[config.mk]
export PLATFORM = sky130hd
export DESIGN_NAME = snoop_backoff_ctrl
export DESIGN_NICKNAME = d
export VERILOG_FILES = /design/src/rtl/snoopbk_pkg.sv /design/src/rtl/snoopbk_datapath.sv /design/src/rtl/snoopbk_control.sv /design/src/rtl/snoop_backoff_ctrl.sv
export SDC_FILE = /design/constraint.sdc
export NUM_CORES = 1
export LEC_CHECK = 0
export ABC_CLOCK_PERIOD_IN_PS = 2730
export BUFFER_PORTS_ARGS = -buffer_cell sky130_fd_sc_hd__buf_4
export CORE_AREA = 4 4 80 82
export CTS_CLUSTER_DIAMETER = 40
export DETAILED_ROUTE_END_ITERATION = 10
export DIE_AREA = 0 0 84 86
export PLACE_DENSITY = 0.92
export SYNTH_ARGS = -nofsm -noshare
export SYNTH_HDL_FRONTEND = slang
export SYNTH_SLANG_ARGS = --single-unit
[constraint.sdc]
create_clock -name clk -period 2.73 [get_ports clk]
set_input_delay 0 -clock clk [delete_from_list [all_inputs] [get_ports clk]]
set_output_delay 0 -clock clk [all_outputs]
set_load 0.01 [all_outputs]
[src/rtl/snoopbk_pkg.sv]
package snoopbk_pkg;

  typedef enum logic [2:0] {
    ST_IDLE,
    ST_HOLD,
    ST_STROBE,
    ST_PROBE,
    ST_BACKOFF,
    ST_WBWAIT
  } snoopState_e;

  // strobes from control to datapath
  typedef struct packed {
    logic launch;      // move slot into the working register
    logic cntClr;      // restart the step counter
    logic abortBurst;  // backoff flushes the open burst
  } ctrlStrobe_t;

  // status from datapath to control
  typedef struct packed {
    logic slotValid;
    logic burstOpen;
  } dpStatus_t;

endpackage

[src/rtl/snoopbk_datapath.sv]
module snoopbk_datapath
  import snoopbk_pkg::*;
#(
  parameter int ADDR_W = 32,
  parameter int CNT_W  = 2
) (
  input  logic              clk,
  input  logic              rstN,
  input  logic              reqValidI,
  input  logic [ADDR_W-1:0] reqAddrI,
  input  logic              reqInvI,
  input  logic              cpuAddrStrbI,
  input  logic              cpuReadyI,
  input  logic              cpuLastI,
  input  ctrlStrobe_t       strb,
  output logic              reqReadyO,
  output logic [ADDR_W-1:0] workAddrO,
  output logic              workInvO,
  output dpStatus_t         status,
  output logic [CNT_W-1:0]  stepCnt
);

  localparam logic [CNT_W-1:0] CNT_MAX = '1;

  logic              slotValid;
  logic [ADDR_W-1:0] slotAddr;
  logic              slotInv;
  logic              burstOpenQ;
  logic              finalXfer;

  assign reqReadyO = !slotValid;
  assign finalXfer = cpuReadyI && cpuLastI;

  // one-deep holding slot
  always_ff @(posedge clk or negedge rstN) begin
    if (!rstN) begin
      slotValid <= 1'b0;
      slotAddr  <= '0;
      slotInv   <= 1'b0;
    end else if (strb.launch) begin
      slotValid <= 1'b0;
    end else if (reqValidI && !slotValid) begin
      slotValid <= 1'b1;
      slotAddr  <= reqAddrI;
      slotInv   <= reqInvI;
    end
  end

  // working snoop register, held for the whole snoop
  always_ff @(posedge clk or negedge rstN) begin
    if (!rstN) begin
      workAddrO <= '0;
      workInvO  <= 1'b0;
    end else if (strb.launch) begin
      workAddrO <= slotAddr;
      workInvO  <= slotInv;
    end
  end

  // step counter for the fixed clock script
  always_ff @(posedge clk or negedge rstN) begin
    if (!rstN)                stepCnt <= '0;
    else if (strb.cntClr)     stepCnt <= '0;
    else if (stepCnt != CNT_MAX) stepCnt <= stepCnt + 1'b1;
  end

  // processor burst tracker
  always_ff @(posedge clk or negedge rstN) begin
    if (!rstN)                 burstOpenQ <= 1'b0;
    else if (strb.abortBurst)  burstOpenQ <= 1'b0;
    else if (cpuAddrStrbI)     burstOpenQ <= 1'b1;
    else if (finalXfer)        burstOpenQ <= 1'b0;
  end

  assign status.slotValid = slotValid;
  assign status.burstOpen = burstOpenQ && !finalXfer;

endmodule

[src/rtl/snoopbk_control.sv]
module snoopbk_control
  import snoopbk_pkg::*;
#(
  parameter int CNT_W     = 2,
  parameter int HOLD_CYC  = 2,
  parameter int PROBE_CYC = 2,
  parameter int BOFF_CYC  = 1
) (
  input  logic             clk,
  input  logic             rstN,
  input  dpStatus_t        status,
  input  logic [CNT_W-1:0] stepCnt,
  input  logic             modHitI,
  output ctrlStrobe_t      strb,
  output logic             addrHoldO,
  output logic             snoopStrbO,
  output logic             backoffO
);

  localparam logic [CNT_W-1:0] HOLD_LAST  = CNT_W'(HOLD_CYC - 1);
  localparam logic [CNT_W-1:0] PROBE_LAST = CNT_W'(PROBE_CYC - 1);
  localparam logic [CNT_W-1:0] BOFF_LAST  = CNT_W'(BOFF_CYC - 1);

  snoopState_e state, nextState;

  always_ff @(posedge clk or negedge rstN) begin
    if (!rstN) state <= ST_IDLE;
    else       state <= nextState;
  end

  always_comb begin
    nextState = state;
    case (state)
      ST_IDLE:    if (status.slotValid) nextState = ST_HOLD;
      ST_HOLD:    if (stepCnt == HOLD_LAST) nextState = ST_STROBE;
      ST_STROBE:  nextState = ST_PROBE;
      ST_PROBE: begin
        if (stepCnt == PROBE_LAST) begin
          if (!modHitI)              nextState = ST_IDLE;
          else if (status.burstOpen) nextState = ST_BACKOFF;
          else                       nextState = ST_WBWAIT;
        end
      end
      ST_BACKOFF: if (stepCnt == BOFF_LAST) nextState = ST_WBWAIT;
      ST_WBWAIT:  if (!modHitI) nextState = ST_IDLE;
      default:    nextState = ST_IDLE;
    endcase
  end

  always_comb begin
    strb.launch     = (state == ST_IDLE) && (nextState == ST_HOLD);
    strb.cntClr     = (nextState != state);
    strb.abortBurst = (state == ST_BACKOFF);
  end

  assign addrHoldO  = (state == ST_HOLD) || (state == ST_STROBE) ||
                      (state == ST_PROBE) || (state == ST_BACKOFF);
  assign snoopStrbO = (state == ST_STROBE);
  assign backoffO   = (state == ST_BACKOFF);

endmodule

[src/rtl/snoop_backoff_ctrl.sv]
module snoop_backoff_ctrl
  import snoopbk_pkg::*;
#(
  parameter int ADDR_W    = 32,
  parameter int HOLD_CYC  = 2,
  parameter int PROBE_CYC = 2,
  parameter int BOFF_CYC  = 1
) (
  input  logic              clk,
  input  logic              rstN,
  input  logic              reqValidI,
  input  logic [ADDR_W-1:0] reqAddrI,
  input  logic              reqInvI,
  output logic              reqReadyO,
  input  logic              cpuAddrStrbI,
  input  logic              cpuReadyI,
  input  logic              cpuLastI,
  input  logic              modHitI,
  output logic              addrHoldO,
  output logic              snoopStrbO,
  output logic              snoopInvO,
  output logic [ADDR_W-1:0] snoopAddrO,
  output logic              backoffO,
  output logic              readyAcceptO
);

  localparam int MAX_HP  = (HOLD_CYC > PROBE_CYC) ? HOLD_CYC : PROBE_CYC;
  localparam int MAX_CYC = (MAX_HP > BOFF_CYC) ? MAX_HP : BOFF_CYC;
  localparam int CNT_W   = (MAX_CYC < 2) ? 1 : $clog2(MAX_CYC + 1);

  ctrlStrobe_t      strb;
  dpStatus_t        status;
  logic [CNT_W-1:0] stepCnt;
  logic             workInv;

  snoopbk_datapath #(.ADDR_W(ADDR_W), .CNT_W(CNT_W)) u_dp (
    .clk          (clk),
    .rstN         (rstN),
    .reqValidI    (reqValidI),
    .reqAddrI     (reqAddrI),
    .reqInvI      (reqInvI),
    .cpuAddrStrbI (cpuAddrStrbI),
    .cpuReadyI    (cpuReadyI),
    .cpuLastI     (cpuLastI),
    .strb         (strb),
    .reqReadyO    (reqReadyO),
    .workAddrO    (snoopAddrO),
    .workInvO     (workInv),
    .status       (status),
    .stepCnt      (stepCnt)
  );

  snoopbk_control #(
    .CNT_W(CNT_W), .HOLD_CYC(HOLD_CYC), .PROBE_CYC(PROBE_CYC), .BOFF_CYC(BOFF_CYC)
  ) u_ctl (
    .clk        (clk),
    .rstN       (rstN),
    .status     (status),
    .stepCnt    (stepCnt),
    .modHitI    (modHitI),
    .strb       (strb),
    .addrHoldO  (addrHoldO),
    .snoopStrbO (snoopStrbO),
    .backoffO   (backoffO)
  );

  assign snoopInvO    = snoopStrbO && workInv;
  assign readyAcceptO = cpuReadyI && !backoffO;

endmodule

* Word level (Yosys, flattened, before mapping)
Index checks and enable logic that the tools add are counted.
** Word-level totals
- Register bits :: 73
- Bits in latches :: 0
- Bits in writable memories :: 0
- Bits in read-only memories :: 0
- Bits of input ports :: 40
- Output and inout bits :: 38
- Word-level logic and storage cells :: 52
- Memories :: 0
** Cells by class
- Add/subtract/negate cells :: 1
- Multipliers :: 0
- Div/mod/pow operators :: 0
- $lt $le $gt $ge :: 0
- Eq/ne operators :: 9
- Shifts and indexed selects :: 0
- Muxes and demuxes :: 15
- Bitwise gates (word level) :: 1
- Reduce and logical (&&, ||, !) cells :: 18
** Operators with widths (count)
- $mux 3 :: 6
- $pmux 3 s6 :: 1
- $eq 3x1->1 const B :: 2
- $eq 3x2->1 const B :: 2
- $eq 3x3->1 const B :: 2
- $logic_and 1x1->1 :: 6
- $mux 1 :: 6
- $mux 2 :: 2
- $reduce_bool 2->1 :: 2
- $logic_not 1->1 :: 3
- $logic_not 3->1 :: 1
- $logic_or 1x1->1 :: 3
- $ne 3x3->1 :: 1
- $reduce_bool 3->1 :: 1
- $add 2x1->2 const B :: 1
- $eq 2x1->1 const B :: 1
- $logic_not 2->1 :: 1
- $ne 2x2->1 const B :: 1
- $reduce_and 2->1 :: 1
- $not 1->1 :: 1

* Depth between registers and ports, before layout
Gate-level depths: netlist of run 1.
- Depth in word-level cells :: 11
- Mapped depth :: 5
- Mapped depth without buffers :: 5

* Cells and area by module
Synthesis of run 1 repeated with hierarchy kept, for this count alone.
** Unflattened totals
- Cells, all modules :: 194
- Area total of the unflattened synthesis :: 2956.6 um^2
** Modules (own cells, without submodules)
- snoopbk_datapath :: times used 1, cells each 155, area each 2648.8 um^2, sequential area each 1751.7 um^2
- snoopbk_control :: times used 1, cells each 37, area each 287.8 um^2, sequential area each 75.1 um^2
- snoop_backoff_ctrl :: times used 1, cells each 2, area each 20.0 um^2, sequential area each 0.0 um^2

* Least setup slack after synthesis of run 1
OpenSTA, ideal clock, no wires.
- Path kind :: register to register
- Start :: register u_ctl.state[1]
- End :: register u_dp.workAddrO[10]
- Library setup time :: 0.125 ns
- Arrival time :: 1.485 ns
- Data required time :: 2.605 ns
- Setup slack :: 1.120 ns
- Cell stages (with the launch flop) :: 5
- Buffers on the path :: 2
- Period minus slack after synthesis :: 1.610 ns
- Path through :: dfrtp_1 > buf_6 > nor4_4 > buf_6 > mux2_4
** On the way
- Longest elaborated chain between the ends :: 4
- Elaborated cells on any way between the ends :: 14
- Those cells by class :: eq/ne: 6; mux: 6; reduce/logical: 2
** Ends and longest elaborated chain
- start: declaration :: line snoopbk_control.sv:24 : snoopState_e state, nextState;
- start signal: assignment :: line snoopbk_control.sv:28 : else state <= nextState;
- $eq 3x3->1 (tied with other cells) :: line snoopbk_control.sv:33 : case (state)
- $pmux 3 s6 :: line snoopbk_control.sv:33
- $eq 3x1->1 :: line snoopbk_control.sv:51 : strb.launch = (state == ST_IDLE) && (nextState == ST_HOLD);
- $logic_and 1x1->1 * :: line snoopbk_control.sv:51
- end signal: assignment :: line snoopbk_datapath.sv:55 : workAddrO <= slotAddr;
- end: declaration :: line snoopbk_datapath.sv:17 : output logic [ADDR_W-1:0] workAddrO,
Every way passes the cells marked *; elsewhere a longest branch is shown, timed or not.
A chain may end at the register's enable or synchronous reset.

* Worst setup path in the final report of run 1
- Start :: register u_ctl.state[2]
- End :: register u_dp.workAddrO[0]
The elaborated chain is that of the path after synthesis.

==> flow_metrics.tcl, run 1 <==
set metrics [dict create \
    status "completed" \
    fin_nets 348 \
    grt_pass1_wl_mm 10.0 \
    design.core.area_um2 5750 \
    hold_slack_ps 15.6 \
    synth_warnings 0 \
    synth_seq_cells 73 \
    report.final.hold_viol_count 0 \
    ctsHtreeMaxLevel 3 \
    die_area_um2 7220 \
    cap_viol_max_count 0 \
    synth.most_common_cell "dfrtp_1" \
    syn_area_um2 3040 \
    synth_area_leader_cell "dfrtp_1" \
    cts_tree "built" \
    insertion_delay_ps 330 \
    first_pass_iters 3 \
    worst-path-max-fanout 34 \
    syn_nets 231 \
    worst_pin_slew_ps 885 \
    initial_core_util_pct 52.9 \
    netlist_top_cells_area "dfrtp_1 (60%), mux2_4 (14%), mux2_2 (14%)" \
    cts_buffers 9 \
    clk_pin_slew_ps 70 \
    arrival_ps 2080 \
    grt_max_degree 74 \
    dpl.hpwl_mm 3.77 \
    design_area_um2 4300 \
    setup_viol 0 \
    async_flop_share_pct 100 \
    synth_cells 188 \
    crit_chain "nor4_4, buf_4, mux2_2" \
    drive_gt1_share_pct 52.6 \
    area_growth_pct 41.5 \
    slowest_delay_ps 530 \
    p_per_area_nw_per_um2 1160 \
    layout.cells.non_filler 385 \
    cp_slowest_cell "dfrtp_1" \
    synth_edf_count 0 \
    p_leak_nw 2.02 \
    port-buffer-count 77 \
    power_mw 5.00 \
    synth_common_cells "dfrtp_1 (73), mux2_2 (37), mux2_4 (29), nor2_1 (6), buf_6 (5)" \
    fin_tns_setup_ps 0 \
    fin_skew_ps 5.40 \
    max-clock-path-buffers 2 \
    synth.avg_cell_area_um2 16.2 \
    io_pins 78 \
    worst-setup-path-type "register to register" \
    drc_errors 0 \
    rows 28 \
    grt_pass1_vias 2095 \
    max_freq_mhz 539 \
    drt_iter0_markers 35 \
    hold_path.class "primary input to register" \
    root_buffer "clkbuf_8" \
    synthFlopType "dfrtp_1" \
    routabilityCongestion 0.732 \
    grt_usage_pct 17.9 \
    drv_slew 0 \
    min_period_over_period_pct 67.9 \
    crit_path_end_kind "register" \
    slew_headroom_pct 41.0 \
    vias_per_cell 4.92 \
    critPathRequiredTime_ps 2950 \
    routedWlPerCell_um 15.5 \
    worstSetupStartpointType "register" \
    dieHeight_um 86 \
    synth_top_area_share_pct 60.1 \
    max-vdd-ir-drop_mv 0.619 \
    clock-sinks 73 \
    place_inst 332 \
    die_x_um 84 \
    rsz0062_at_grt "false" \
    diodes 0 \
    dr_total_vias 1893 \
    totalWireLength_mm 5.95 \
    ys_seq_area_share_pct 60.1 \
    gr-total-overflow 0 \
    place_area_um2 3660 \
    ctsResizeCount 0 \
    antenna_found_initial 0 \
    ant_nets 0 \
    fin_crit_ps 1860 \
    yosysUniqueCellTypes 28 \
]
-- power breakdown --
part	switching, mW	internal, mW
sequential	0.371	1.63
clock	0.375	0.748
combinational	0.667	1.21
-- flip-flops by register name, indices dropped and copies added, names as in the netlist --
register,cells
u_dp.workInvO,1
u_dp.slotAddr,32
u_ctl.state,3
u_dp.slotInv,1
u_dp.burstOpenQ,1
u_dp.workAddrO,32
u_dp.slotValid,1
u_dp.stepCnt,2
-- timing repair --
| action | in CTS | in global routing |
|---|---|---|
| setup buffers | 0 | 0 |
| hold endpoints to repair | 109 | 0 |
| hold buffers | 37 | 0 |
-- through the flow --
| stage | utilization (%) | setup slack (ps) |
|---|---|---|
| 6_report | 74.9 | 875 |
| 5_1_grt | 74.9 | 762 |
| 4_1_cts | 74.9 | 866 |
| 3_5_place_dp | 63.7 | 871 |
| 3_3_place_gp | 63.7 | 922 |
| 2_1_floorplan | - | 1120 |
-- placed cells by master (no fill, tap or decap), types with 3 or more instances in the layout --
| cell type | instances |
|---|---|
| inv_1 | 4 |
| mux2_4 | 29 |
| bufinv_16 | 4 |
| buf_4 | 79 |
| ha_1 | 3 |
| mux2_2 | 37 |
| nor2_1 | 6 |
| clkbuf_8 | 11 |
| dlygate4sd3_1 | 37 |
| dfrtp_1 | 73 |
-- cells by family (layout without fill, tap and decap cells) --
kind of cell	Yosys count	in the layout	share of synthesized area, %
and+or+nand+nor	18	18	3.70
muxes	68	68	28.7
buffers and inverters	14	136	3.08
adders and majority gates	3	3	1.23
xor gates and xnor gates	3	3	0.864
AOI/OAI and AO/OA	9	9	2.39
DFF	73	73	60.1
-- critical path, delay by kind of cell, from the launching register on --
kind | cells | cell delay [ps]
flip-flops | 1 | 530
buffers and inverters | 1 | 520
multiplexers | 1 | 400
AND/OR/NAND/NOR | 1 | 260
-- metal layers --
metal / share of wire (%) / global-route usage, % / wire [um] / vias up
met2: 51 / 30.9 / 3050 / 52
met4: 1.4 / 7.89 / 82 / 0
li1: - / - / - / 887
met1: 42 / 21.1 / 2490 / 944
met3: 5.5 / 4.71 / 328 / 10
met5: 0 / 0 / 0 / -
-- final timing paths --
kind | slack, ps | endpoint | depth (start not counted) | start
worst max-delay path | 870 | u_dp.workAddrO[0] | 3 | u_ctl.state[2]
worst min-delay path | 20 | u_dp.burstOpenQ | 4 | cpuLastI
worst max register to register | 870 | u_dp.workAddrO[0] | 3 | u_ctl.state[2]
worst min register to register | 510 | u_dp.workAddrO[10] | 1 | u_dp.slotAddr[10]
max in group asynchronous | 1810 | u_dp.slotAddr[24] | 2 | rstN
min in group asynchronous | 340 | u_dp.workAddrO[1] | 2 | rstN
-- final cells by class --
| class | count | area [um2] |
|---|---|---|
| clock inverter | 5 | 125 |
| timing repair buffer | 116 | 963 |
| fill | 365 | 1440 |
| multi-input combinational | 101 | 1130 |
| inverter | 4 | 15.0 |
| sequential | 73 | 1830 |
| clock buffer | 11 | 151 |
| tap | 75 | 93.8 |
Power figures use the tool's default switching activity.
==> run 2, diff against run 1 <==
--- a/config.mk
+++ b/config.mk
@@ -5,13 +5,13 @@
 export SDC_FILE = /design/constraint.sdc
 export NUM_CORES = 1
 export LEC_CHECK = 0
-export ABC_CLOCK_PERIOD_IN_PS = 2730
+export ABC_CLOCK_PERIOD_IN_PS = 1700
 export BUFFER_PORTS_ARGS = -buffer_cell sky130_fd_sc_hd__buf_4
-export CORE_AREA = 4 4 80 82
+export CORE_AREA = 4 4 86 88
 export CTS_CLUSTER_DIAMETER = 40
 export DETAILED_ROUTE_END_ITERATION = 10
-export DIE_AREA = 0 0 84 86
-export PLACE_DENSITY = 0.92
+export DIE_AREA = 0 0 90 92
+export PLACE_DENSITY = 0.85
 export SYNTH_ARGS = -nofsm -noshare
 export SYNTH_HDL_FRONTEND = slang
 export SYNTH_SLANG_ARGS = --single-unit
==> constraint.sdc (replaced) <==
create_clock -name clk -period 1.7 [get_ports clk]
set_input_delay 0 -clock clk [delete_from_list [all_inputs] [get_ports clk]]
set_output_delay 0 -clock clk [all_outputs]
set_load 0.01 [all_outputs]
==> flow_metrics.tcl, run 2 (synthesized netlist as in run 1, its figures left out) <==
set metrics [dict create \
    ctsResizeCount 0 \
    max_freq_mhz 648 \
    dieHeight_um 92 \
    setup_viol 0 \
    multi_input_area_um2 1130 \
    postCtsHoldBufs 37 \
    fin_nets 355 \
    cts_buffers 9 \
    routedWlPerCell_um 15.8 \
    worst-setup-path-type "register to output port" \
    gr-total-overflow 0 \
    clk_pin_slew_ps 80 \
    cts_setup_buffers 0 \
    dr_total_vias 1962 \
    worstSetupStartpointType "register" \
    pwr-share-seq_pct 40.0 \
    area_growth_pct 42.5 \
    arrival_ps 1540 \
    die_area_um2 8280 \
    hold_slack_ps 30.2 \
    initial_core_util_pct 45.8 \
    register_area_um2 1830 \
    clock-sinks 73 \
    max-vdd-ir-drop_mv 1.02 \
    dpl.hpwl_mm 4.08 \
    grt_usage_pct 16.2 \
    drive_gt1_share_pct 53.2 \
    design_area_um2 4330 \
    rsz0062_at_grt "false" \
    worst_pin_slew_ps 671 \
    slew_headroom_pct 55.2 \
    fill_cells 467 \
    diodes 0 \
    cap_viol_max_count 0 \
    p_per_area_nw_per_um2 1810 \
    min_period_over_period_pct 90.8 \
    antenna_found_initial 0 \
    final_util_pct 65.2 \
    status "completed" \
    vias_per_cell 4.95 \
    grt_pass1_vias 2183 \
    grt_max_degree 54 \
    hold_path.class "primary input to register" \
    cts_tree "built" \
    first_pass_iters 4 \
    p_leak_nw 2.03 \
    critPathRequiredTime_ps 1700 \
    rows 30 \
    switchingPower_mw 2.33 \
    io_pins 78 \
    reg_top3 "u_dp.slotAddr: 32 flops, u_dp.workAddrO: 32 flops, u_ctl.state: 3 flops" \
    root_buffer "clkbuf_8" \
    drv_slew 0 \
    crit_path_end_kind "output port" \
    routabilityCongestion 0.756 \
    max-clock-path-buffers 2 \
    p_sw_share_pct 29.7 \
    final_common_cell "buf_4" \
    ant_nets 0 \
    insertion_delay_ps 340 \
    p_int_mw 5.50 \
    pwr-share-clk_pct 18.5 \
    report.final.hold_viol_count 0 \
    design.core.area_um2 6640 \
    port-buffer-count 77 \
    fin_crit_ps 1540 \
    drt_iter0_markers 44 \
    die_x_um 90 \
    totalWireLength_mm 6.24 \
    ctsHtreeMaxLevel 3 \
    place_area_um2 3750 \
    grt_pass1_wl_mm 10.6 \
    power_frac_comb_pct 41.5 \
    fin_tns_setup_ps 0 \
    drc_errors 0 \
    worst-path-max-fanout 9 \
    fin_skew_ps 9.59 \
    mostFrequentLayoutCells "buf_4 (83), dfrtp_1 (73), mux2_2 (37), dlygate4sd3_1 (37), mux2_4 (29)" \
]
-- run 2: cell types whose count changed in the layout (fill, tap and decap cells not counted) --
cell,delta
clkinv_4,+1
bufinv_16,-2
clkinvlp_4,+1
clkbuf_8,-2
buf_4,+4
clkbuf_1,+1
buf_12,+3
-- run 2: power groups by stage --
stage          logic, mW  registers [mW]  clock network (mW)
2_1_floorplan       1.94            3.21                   0
3_3_place_gp        3.10            3.12                   0
3_5_place_dp        3.22            3.15                   0
4_1_cts             3.28            3.14                1.48
5_1_grt             3.49            3.24                1.56
6_report            3.25            3.13                1.45
-- run 2: layout make-up --
class / count / area share [%]
clock inverter: 5 / 1.88
multi-input combinational: 101 / 26.0
timing repair buffer: 123 / 24.3
tap: 80 / 2.31
clock buffer: 10 / 2.95
sequential: 73 / 42.2
inverter: 4 / 0.347
-- run 2: per-layer routing --
| metal | GRT usage [%] | vias to the layer above | part of all wire (%) |
|---|---|---|---|
| met2 | 27.3 | 47 | 52 |
| met4 | 7.40 | 0 | 2.0 |
| met1 | 19.7 | 990 | 42 |
| met5 | 0 | - | 0 |
| li1 | - | 913 | - |
| met3 | 4.02 | 12 | 4.2 |
-- run 2: path summary, 6_finish.rpt --
kind,endpoint,from,depth (start not counted),slack (ps)
max in group asynchronous,u_dp.slotAddr[13],rstN,3,820
worst max-delay path,readyAcceptO,u_ctl.state[0],5,160
worst min register to register,u_dp.slotAddr[2],u_dp.slotAddr[2],1,500
worst min-delay path,u_dp.burstOpenQ,cpuLastI,4,30
worst max register to register,u_dp.workAddrO[1],u_ctl.state[0],3,170
min in group asynchronous,u_dp.slotAddr[3],rstN,2,240
-- run 2: per-stage QoR --
step	setup WS [ps]	total power, mW	instances
floorplan	89.9	5.14	188
global placement	203	6.22	344
detailed placement	184	6.37	344
CTS	131	7.90	396
global route	59.8	8.29	396
finish	156	7.83	396
-- run 2: critical path, stage by stage (launching register included) --
cell and delay, ps:
dfrtp_1 420, buf_4 180, nor2_1 190, and2_1 210, nor2b_1 60, buf_4 140
==> run 3, diff against run 2 <==
--- a/config.mk
+++ b/config.mk
@@ -7,11 +7,12 @@
 export LEC_CHECK = 0
 export ABC_CLOCK_PERIOD_IN_PS = 1700
 export BUFFER_PORTS_ARGS = -buffer_cell sky130_fd_sc_hd__buf_4
-export CORE_AREA = 4 4 86 88
-export CTS_CLUSTER_DIAMETER = 40
+export CORE_AREA = 4 4 85 87
+export CTS_CLUSTER_DIAMETER = 150
 export DETAILED_ROUTE_END_ITERATION = 10
-export DIE_AREA = 0 0 90 92
+export DIE_AREA = 0 0 89 91
 export PLACE_DENSITY = 0.85
 export SYNTH_ARGS = -nofsm -noshare
 export SYNTH_HDL_FRONTEND = slang
+export SYNTH_HIERARCHICAL = 1
 export SYNTH_SLANG_ARGS = --single-unit
==> flow_metrics.tcl, run 3 <==
set metrics [dict create \
    drt_iter0_markers 107 \
    grt_pass1_wl_mm 10.6 \
    cap_viol_max_count 0 \
    synthFlopType "dfrtp_1" \
    dpl.hpwl_mm 4.17 \
    status "completed" \
    setup_viol 0 \
    ys_seq_area_share_pct 61.8 \
    critPathRequiredTime_ps 1930 \
    synth.avg_cell_area_um2 15.2 \
    design.core.area_um2 6350 \
    synth_seq_cells 73 \
    place_inst 347 \
    final_common_cell "buf_4" \
    final_util_pct 67.3 \
    crit_chain "nor2b_4, and2_4, nor3b_4, buf_4, mux2_2" \
    p_per_area_nw_per_um2 1780 \
    drc_errors 0 \
    syn_nets 235 \
    netlist_top_cells_area "dfrtp_1 (62%), mux2_2 (24%), buf_6 (1.9%)" \
    synth_warnings 6 \
    synth_edf_count 0 \
    fin_tns_setup_ps 0 \
    max-vdd-ir-drop_mv 0.978 \
    grt_pass1_vias 2185 \
    worstSetupStartpointType "register" \
    diodes 0 \
    cts_buffers 9 \
    worst_pin_slew_ps 533 \
    p_leak_nw 2.00 \
    layout.cells.non_filler 400 \
    dieHeight_um 91 \
    clock-sinks 73 \
    yosysUniqueCellTypes 29 \
    totalWireLength_mm 6.50 \
    gr-total-overflow 0 \
    die_x_um 89 \
    rsz0062_at_grt "true" \
    worst-path-max-fanout 12 \
    mostFrequentLayoutCells "buf_4 (87), dfrtp_1 (73), mux2_2 (52)" \
    synth_common_cells "dfrtp_1 (73), mux2_2 (62), nor2_1 (7), buf_2 (5), buf_6 (5)" \
    fin_skew_ps 7.44 \
    first_pass_iters 4 \
    vias_per_cell 4.86 \
    area_growth_pct 44.6 \
    initial_core_util_pct 46.6 \
    max-clock-path-buffers 2 \
    synth_top_area_share_pct 61.8 \
    synth_cells 194 \
    synth_area_leader_cell "dfrtp_1" \
    reg_top3 "u_dp/slotAddr: 32 flops, u_dp/workAddrO: 32 flops, u_ctl/state: 3 flops" \
    grt_max_degree 42 \
    report.final.hold_viol_count 0 \
    worst-setup-path-type "register to register" \
    io_pins 78 \
    grt_usage_pct 17.2 \
    port-buffer-count 77 \
    ant_nets 0 \
    drive_gt1_share_pct 53.6 \
    routabilityCongestion 0.822 \
    crit_path_end_kind "register" \
    dr_total_vias 1943 \
    cts_setup_buffers 0 \
    syn_area_um2 2960 \
    root_buffer "clkbuf_8" \
    slowest_delay_ps 390 \
    die_area_um2 8100 \
    routedWlPerCell_um 16.3 \
    cp_slowest_cell "dfrtp_1" \
    async_flop_share_pct 100 \
    hold_path.class "primary input to register" \
    cts_tree "built" \
    synth.most_common_cell "dfrtp_1" \
    ctsHtreeMaxLevel 3 \
    antenna_found_initial 0 \
    insertion_delay_ps 340 \
    rows 29 \
    fin_crit_ps 1630 \
    drv_slew 0 \
    min_period_over_period_pct 95.7 \
    clk_pin_slew_ps 80 \
    slew_headroom_pct 64.5 \
    max_freq_mhz 615 \
    fin_nets 359 \
    arrival_ps 1860 \
]
## run 3: cell types whose count changed after synthesis, moves of 2 or more
cell	previous run	this run
a2111oi_0	2	0
buf_2	3	5
buf_4	0	2
clkbuf_1	2	0
ha_1	3	1
inv_1	4	2
mux2_1	0	4
mux2_2	37	62
mux2_4	29	0
nand3b_1	1	4
## run 3: per-stage QoR
step	instance area [um2]	hold slack, ps	power, mW	setup WS [ps]
2_1_floorplan	3010	-296	4.92	-179
3_3_place_gp	3680	19.8	5.92	120
3_5_place_dp	3680	25.3	6.06	87.5
4_1_cts	4270	34.2	7.65	57.9
5_1_grt	4280	54.2	8.09	-20.7
6_report	4280	51.5	7.59	73.2
## run 3: cell type report
type	instances	area, um2
flip-flops and latches	73	1830
multi-input cells	107	1080
fillers	452	2070
clock buffers	10	128
repair buffers	125	1040
clock inverters	6	91.3
well taps	77	96.3
inverters	2	7.51
## run 3: logic make-up after synthesis
| family | synth area share [%] |
|---|---|
| DFF | 61.8 |
| muxes | 25.5 |
| and+or+nand+nor | 5.59 |
| buffers and inverters | 3.51 |
| AOI/OAI and AO/OA | 2.33 |
| xor gates and xnor gates | 0.889 |
| adders and majority gates | 0.423 |
## run 3: per-layer routing
layer,global-route usage [%],part of all wire (%)
met1,21.8,43
met2,28.6,50
met3,5.07,6.2
met4,4.84,0.58
met5,0,0
## run 3: path summary, 6_finish.rpt
path / cells past startpoint / endpoint / from / slack [ps]
worst min register to register: 1 / u_dp/slotAddr[18] / u_dp/slotAddr[18] / 490
worst max register to register: 5 / u_dp/slotAddr[28] / u_dp/slotValid / 70
max in group asynchronous: 3 / u_dp/workAddrO[3] / rstN / 960
worst max-delay path: 5 / u_dp/slotAddr[28] / u_dp/slotValid / 70
min in group asynchronous: 2 / u_dp/burstOpenQ / rstN / 180
worst min-delay path: 3 / u_dp/burstOpenQ / cpuLastI / 50
## run 3: power breakdown
part | total, mW | switching (mW) | leakage [nW] | internal (mW)
combinational | 3.00 | 1.15 | 1.02 | 1.84
sequential | 3.11 | 0.494 | 0.872 | 2.61
clock | 1.49 | 0.654 | 0.111 | 0.835
total | 7.59 | 2.30 | 2.00 | 5.29
## run 3: what timing repair did
action,4_1_cts,5_1_grt
resized for setup,0,1
setup endpoints to repair,0,11
endpoints found under the hold margin,77,0
hold buffers,37,0
## run 3: worst max-delay path: cells and delay by family, from the launching register on
kind                   cells  cell delay, ps
AND/OR/NAND/NOR            3             500
flip-flops                 1             390
multiplexers               1             360
buffers and inverters      1             270
